File: src/rtl/stack_calc.sv
module stack_calc #(
  parameter int DEPTH = 8,
  parameter int WIDTH = 16
) (
  input  logic                         clk,
  input  logic                         rst_n,
  input  logic                         cmd_valid,
  output logic                         cmd_ready,
  input  logic [2:0]                   cmd_op,
  input  logic [WIDTH-1:0]             cmd_data,
  output logic [WIDTH-1:0]             tos,
  output logic [$clog2(DEPTH):0]       depth,
  output logic                         pop_valid,
  output logic [WIDTH-1:0]             pop_data,
  output logic                         err_underflow,
  output logic                         err_overflow,
  output logic                         err_divzero
);
  localparam int AW = $clog2(DEPTH);
  localparam int DW = AW + 1;
  localparam int SW = $clog2(WIDTH);
  localparam logic [DW-1:0] FULL = DW'(DEPTH);
  localparam logic [2:0] OP_PUSH = 3'd0, OP_POP = 3'd1, OP_ADD = 3'd2,
                         OP_SUB = 3'd3, OP_MUL = 3'd4, OP_DIV = 3'd5;

  logic [WIDTH-1:0] stk [DEPTH];
  logic [DW-1:0]    cnt_q;
  logic [AW-1:0]    idx_top, idx_nxt;
  logic [WIDTH-1:0] a_v, b_v, alu_v;
  logic             has1, has2, full, acc;

  logic             busy_q, neg_q;
  logic [SW-1:0]    step_q;
  logic [WIDTH-1:0] rem_q, quo_q, den_q;
  logic [WIDTH:0]   rem_sh;
  logic             ge;
  logic [WIDTH-1:0] rem_nx, quo_nx, div_res;

  logic             wr_en;
  logic [AW-1:0]    wr_idx;
  logic [WIDTH-1:0] wr_val;

  function automatic logic [WIDTH-1:0] mag(input logic [WIDTH-1:0] x);
    return x[WIDTH-1] ? (~x + 1'b1) : x;
  endfunction

  assign idx_top   = cnt_q[AW-1:0] - 1'b1;
  assign idx_nxt   = cnt_q[AW-1:0] - 2'd2;
  assign a_v       = stk[idx_nxt];
  assign b_v       = stk[idx_top];
  assign has1      = cnt_q != '0;
  assign has2      = cnt_q >= DW'(2);
  assign full      = cnt_q == FULL;
  assign cmd_ready = !busy_q;
  assign acc       = cmd_valid && cmd_ready;
  assign tos       = has1 ? b_v : '0;
  assign depth     = cnt_q;

  always_comb begin
    case (cmd_op)
      OP_ADD:  alu_v = a_v + b_v;
      OP_SUB:  alu_v = a_v - b_v;
      default: alu_v = a_v * b_v;
    endcase
  end

  assign rem_sh  = {rem_q, quo_q[WIDTH-1]};
  assign ge      = rem_sh >= {1'b0, den_q};
  assign rem_nx  = ge ? WIDTH'(rem_sh - {1'b0, den_q}) : rem_sh[WIDTH-1:0];
  assign quo_nx  = {quo_q[WIDTH-2:0], ge};
  assign div_res = neg_q ? (~quo_nx + 1'b1) : quo_nx;

  always_comb begin
    wr_en  = 1'b0;
    wr_idx = idx_nxt;
    wr_val = alu_v;
    if (busy_q) begin
      wr_en  = step_q == SW'(WIDTH - 1);
      wr_val = div_res;
    end else if (acc) begin
      if (cmd_op == OP_PUSH && !full) begin
        wr_en  = 1'b1;
        wr_idx = cnt_q[AW-1:0];
        wr_val = cmd_data;
      end else if ((cmd_op == OP_ADD || cmd_op == OP_SUB || cmd_op == OP_MUL) && has2) begin
        wr_en = 1'b1;
      end
    end
  end

  always_ff @(posedge clk) begin
    if (wr_en) stk[wr_idx] <= wr_val;
  end

  always_ff @(posedge clk) begin
    if (!rst_n) begin
      cnt_q         <= '0;
      busy_q        <= 1'b0;
      neg_q         <= 1'b0;
      step_q        <= '0;
      rem_q         <= '0;
      quo_q         <= '0;
      den_q         <= '0;
      pop_valid     <= 1'b0;
      pop_data      <= '0;
      err_underflow <= 1'b0;
      err_overflow  <= 1'b0;
      err_divzero   <= 1'b0;
    end else begin
      pop_valid     <= 1'b0;
      err_underflow <= 1'b0;
      err_overflow  <= 1'b0;
      err_divzero   <= 1'b0;
      if (busy_q) begin
        rem_q  <= rem_nx;
        quo_q  <= quo_nx;
        step_q <= step_q + 1'b1;
        if (step_q == SW'(WIDTH - 1)) begin
          busy_q <= 1'b0;
          cnt_q  <= cnt_q - 1'b1;
        end
      end else if (acc) begin
        case (cmd_op)
          OP_PUSH: begin
            if (full) err_overflow <= 1'b1;
            else      cnt_q <= cnt_q + 1'b1;
          end
          OP_POP: begin
            if (!has1) err_underflow <= 1'b1;
            else begin
              pop_valid <= 1'b1;
              pop_data  <= b_v;
              cnt_q     <= cnt_q - 1'b1;
            end
          end
          OP_ADD, OP_SUB, OP_MUL: begin
            if (!has2) err_underflow <= 1'b1;
            else       cnt_q <= cnt_q - 1'b1;
          end
          OP_DIV: begin
            if (!has2)            err_underflow <= 1'b1;
            else if (b_v == '0)   err_divzero   <= 1'b1;
            else begin
              busy_q <= 1'b1;
              step_q <= '0;
              rem_q  <= '0;
              quo_q  <= mag(a_v);
              den_q  <= mag(b_v);
              neg_q  <= a_v[WIDTH-1] ^ b_v[WIDTH-1];
            end
          end
          default: ;
        endcase
      end
    end
  end
endmodule

File: config.mk
export PLATFORM = sky130hd
export DESIGN_NAME = stack_calc
export DESIGN_NICKNAME = d
export VERILOG_FILES = /design/src/rtl/stack_calc.sv
export SDC_FILE = /design/constraint.sdc
export NUM_CORES = 1
export LEC_CHECK = 0
export BUFFER_PORTS_ARGS = -buffer_cell sky130_fd_sc_hd__buf_2
export CAP_MARGIN = 15
export CORE_UTILIZATION = 35
export DETAILED_ROUTE_END_ITERATION = 10
export PLACE_DENSITY_LB_ADDON = 0.12
export SLEW_MARGIN = 10
export SYNTH_ARGS = -nofsm -noshare
export SYNTH_HDL_FRONTEND = slang
export SYNTH_SLANG_ARGS = --single-unit
File: constraint.sdc
create_clock -name clk -period 10.2 [get_ports clk]
set_input_delay 2.04 -clock clk [delete_from_list [all_inputs] [get_ports clk]]
set_output_delay 2.04 -clock clk [all_outputs]
set_load 0.02 [all_outputs]
# Word level (Yosys, flattened, before mapping)
# Memory sizes are Yosys's and may differ from the RTL's.
# Index checks and enable logic that the tools add are counted.
dict set report classes {
  n_div 0
  n_bitwise 12
  n_mul 1
  n_shift 0
  add_sub_neg 11
  n_lt_le_gt_ge 2
  muxes 52
  eq_ne 12
  reduce_logical 24
}
# op n
set ops {}
lappend ops {{$mux 16} 18}
lappend ops {{$add 16x1->16 const B} 3}
lappend ops {{$not 16->16} 3}
lappend ops {{$mux 4} 11}
lappend ops {{$pmux 16 s2} 1}
lappend ops {{$sub 16x16->16} 2}
lappend ops {{$ge 17x16->1} 1}
lappend ops {{$mux 1} 17}
lappend ops {{$add 16x16->16} 1}
lappend ops {{$logic_not 16->1} 1}
lappend ops {{$mul 16x16->16} 1}
lappend ops {{$pmux 4 s3} 1}
lappend ops {{$reduce_or 4->1} 3}
lappend ops {{$mux 3} 3}
lappend ops {{$ne 3x3->1 const B} 3}
lappend ops {{$add 4x1->4 const B} 2}
lappend ops {{$eq 4x4->1 const B} 2}
lappend ops {{$not 1->1} 8}
lappend ops {{$reduce_and 4->1} 2}
lappend ops {{$reduce_bool 4->1} 2}
lappend ops {{$eq 3x2->1 const B} 2}
lappend ops {{$eq 3x3->1 const B} 2}
lappend ops {{$reduce_and 6->1} 1}
lappend ops {{$reduce_bool 2->1} 3}
lappend ops {{16 further kinds} 21}
dict set report totals {
  wordCells 127
  mem_bits_rw 128
  mem_count 1
  mem_bits_ro 0
  output_inout_bits 41
  inputBits 22
  latch_bits 0
  register_bits 78
}
# name depth word_bits rd rd_clocked_by_memory_dff wr line
set mem_list {}
lappend mem_list {stk 8 16 2 0 1 26} ;# logic [WIDTH-1:0] stk [DEPTH];

# Depth between registers and ports, before layout
dict set report depth {
  ltp_word 10
  mapped_depth 35
  ltp_nobuf 26
}

# Least setup slack after synthesis
# Ideal clock, no wire load.
dict set report synth_timing {
  path_kind {register to register}
  startpoint {reg cnt_q[1] (netlist: depth[1])}
  endpoint {mem stk[0][15] (data pin)}
  arrival_ns 8.286
  t_required_ns 9.876
  stages_incl_launch_ff 33
  synth_period_minus_slack_ns 8.609
  path_buffers 8
  setup_slack_ns 1.591
  setup_time_ns 0.324
  path_cell_list {dfxtp_1 buf_6 buf_4 buf_4 buf_2 inv_1 ha_1 buf_4 buf_6 buf_4 mux4_2 mux2i_1 clkbuf_1 nor2_1 fa_1 inv_1 fa_1 fa_1 fa_1 inv_1 fa_1 inv_1 fa_1 inv_1 ha_1 and2_1 o21ai_0 o311ai_0 a21o_1 a21oi_1 xnor2_1 a211oi_1 o221ai_1}
}
dict set report synth_between {
  elab_chain_len 7
  word_cells_on_any_way 13
}
# element line
set synth_rtl {}
lappend synth_rtl {{from (decl)} 27} ;# logic [DW-1:0] cnt_q;
lappend synth_rtl {{from (signal assigned)} 120} ;# cnt_q <= cnt_q - 1'b1;
lappend synth_rtl {{from (signal assigned)} 126} ;# else cnt_q <= cnt_q + 1'b1;
lappend synth_rtl {{from (signal assigned)} 133} ;# cnt_q <= cnt_q - 1'b1;
lappend synth_rtl {{$sub 3x2->3 or $sub 3x1->3 (tied branches)} {48, 47}}
lappend synth_rtl {{$mem_v2 8x16} n/a}
lappend synth_rtl {{$mul 16x16->16 (tied with other cells)} 63} ;# default: alu_v = a_v * b_v;
lappend synth_rtl {{$pmux 16 s2} 60} ;# case (cmd_op)
lappend synth_rtl {{$mux 16} 81} ;# if (cmd_op == OP_PUSH && !full) begin
lappend synth_rtl {{$mux 16 (*)} 80} ;# end else if (acc) begin
lappend synth_rtl {{$mux 16 (*)} 77} ;# if (busy_q) begin
lappend synth_rtl {{via wr_val[15]} 41} ;# logic [WIDTH-1:0] wr_val;
lappend synth_rtl {{to (decl)} 26}
# Mark *: on every way through the listed nets, which the timed path passes. The rest lies on a longest branch.

# Worst setup path in the final report
dict set report layout_timing {
  startpoint {reg cnt_q[1] (netlist: depth[1])}
  endpoint {mem stk[4][15] (data pin)}
}
# Same word-level chain as after synthesis.

==> impl_metrics.yaml <==
synthesis:
  synth_top_area_share_pct: 23.5
  postSynthCellCount: 1628
  yosysSeqAreaShare_pct: 33.1
  synth_edf_count: 128
  ys_top_cells_by_count: "209 x nor2_1, 166 x inv_1, 128 x edfxtp_1"
  synth_top_cell_by_area: "edfxtp_1"
  ys.flop_type: "edfxtp_1"
  synthesis.area_um2: 16300
  ys_types: 77
  synth_nets: 1825
  synth.avg_cell_area_um2: 10.0
  synth.most_common_cell: "nor2_1"
  ys_warn_count: 0
  ys_ff_latch: 206
  synthTopCellsByArea: "edfxtp_1 24%, fa_1 10%, dfxtp_1 9.6%, mux4_2 8.0%, ha_1 7.1%"
  synth-async-reset-ratio_pct: 0
clocking:
  cts_setup_buffers: 0
  htree_levels: 1
  hold_buffers: 0
  root_buffer: "clkbuf_16"
  cts_tree: "yes"
  clk_pin_slew_worst_paths_ps: 60
  clock-sinks: 206
  insertion_delay_ps: 540
  cts-resized-gates: 0
  cts_max_path_buffers: 3
  cts_buffers: 24
sta:
  finalSetupViolCount: 0
  final_max_slew_viol_count: 0
  rsz0062_at_grt: "no"
  hold_viol: 0
  post-route-period-util_pct: 86.3
  relSlewSlack_pct: 25.7
  period_needed_ps: 8800
  skew_ps: 23.6
  max_slew.worst_pin.slew_ps: 1100
  fmax_mhz: 114
  tns_ps: 0
route:
  wire_per_inst_um: 22.2
  routed_via_density: 5.40
  num_vias: 12400
  ant_nets: 0
  drt_iter0_markers: 891
  drc: 0
  wirelength_um: 51100
  drt-pass1-iter-count: 5
finish:
  nNetsFinal: 1879
  fin_area_um2: 18100
  drive_above_1_share_pct: 16.0
  postLayoutCoreUtil_pct: 39.6
  areaGrowthSynthToFinish_pct: 10.7
  diodes: 0
floorplan:
  io_pins: 63
  die_y_um: 218
  start_util_pct: 35.7
  die-area_um2: 47500
  num_rows: 78
  fp.dieW_um: 218
  core_um2: 45700
critical_path:
  startpoint_type: "flip-flop"
  critical_path_class: "flip-flop to flip-flop"
  critPathCaptureType: "flip-flop"
  crit_fanout: 23
  path_buf_inv: 5
  cp.arrival_ps: 8940
  required_ps: 10340
  crit_family: "adder cells"
  critPathSlowestCell: "ha_2"
  critPathMaxStageDelay_ps: 810
flow_run:
  cap_viol_max_count: 0
min_path:
  worst_hold_path_type: "flip-flop to flip-flop"
grt:
  antenna_found_initial: 0
  grt_pass1_vias: 12600
  gr-usage-all-layers_pct: 21.7
  grt_overflow: 0
  grt_max_degree: 57
  grt_pass1_wl_um: 77400
place:
  place_congestion: 0.940
  place_hpwl_um: 37600
  placed_area_um2: 17400
  portBuffers: 62
run_status:
  outcome: "completed"
final cells by class:
class	count	area, um2
inverters	170	638
clock buffers	34	668
well taps	600	751
clock inverters	7	42.5
multi-input cells	1163	9840
fillers	4548	27600
flip-flops and latches	206	5410
repair buffers	117	723
cells in the final DEF, fill, tap and decap left out, types with 62 or more instances in the layout:
cell type  count
a21oi_1       89
buf_2         62
dfxtp_1       75
edfxtp_1     128
fa_1          82
ha_1          92
inv_1        165
nand2_1      123
nor2_1       208
xnor2_1       77
state kept, by name, indices dropped and copies added, names as in the netlist, 4 cells and up:
signal and flops:
stk 128, den_q 16, pop_data 16, quo_q 16, rem_q 16, depth 4, step_q 4
worst min-delay path, delay by kind of cell (launching register included):
family	cells	cell delay, ps
flops	1	310
simple gates	1	50
compound gates	1	50
worst paths after layout:
| check | start | end | slack (ps) | cells after the start |
|---|---|---|---|---|
| worst max register to register | depth[1] | stk[4][15] | 1400 | 25 |
| worst min-delay path | den_q[13] | den_q[13] | 450 | 2 |
| worst min register to register | den_q[13] | den_q[13] | 450 | 2 |
| worst max-delay path | depth[1] | stk[4][15] | 1400 | 25 |
through the flow:
step | setup slack, ps | hold slack, ps | std cells
after global routing | 946 | 494 | 2297
after floorplan | 1590 | 432 | 1628
after global placement | 1490 | 446 | 2255
after CTS | 1410 | 458 | 2296
after detailed placement | 1460 | 449 | 2255
final | 1400 | 455 | 2297
cell families after synthesis:
logic type | after synthesis | synth area share (%)
compound gates | 278 | 10.8
xor+xnor | 109 | 6.02
fa+ha+maj | 175 | 17.2
flops | 206 | 33.1
mux | 110 | 12.4
simple gates | 491 | 13.6
buf+inv | 259 | 6.94
per-layer routing:
metal  share of wire, %  GRT usage, %  up-vias
li1                   -             -     5793
met1                 46          30.1     6221
met2                 46          35.6      322
met3                4.7          2.50       69
met4                2.8          6.18        0
met5                  0             0        -
Power is left out: the tool's default activity adds up to more than one toggle a clock period on the data nets, which glitch-free logic cannot reach.
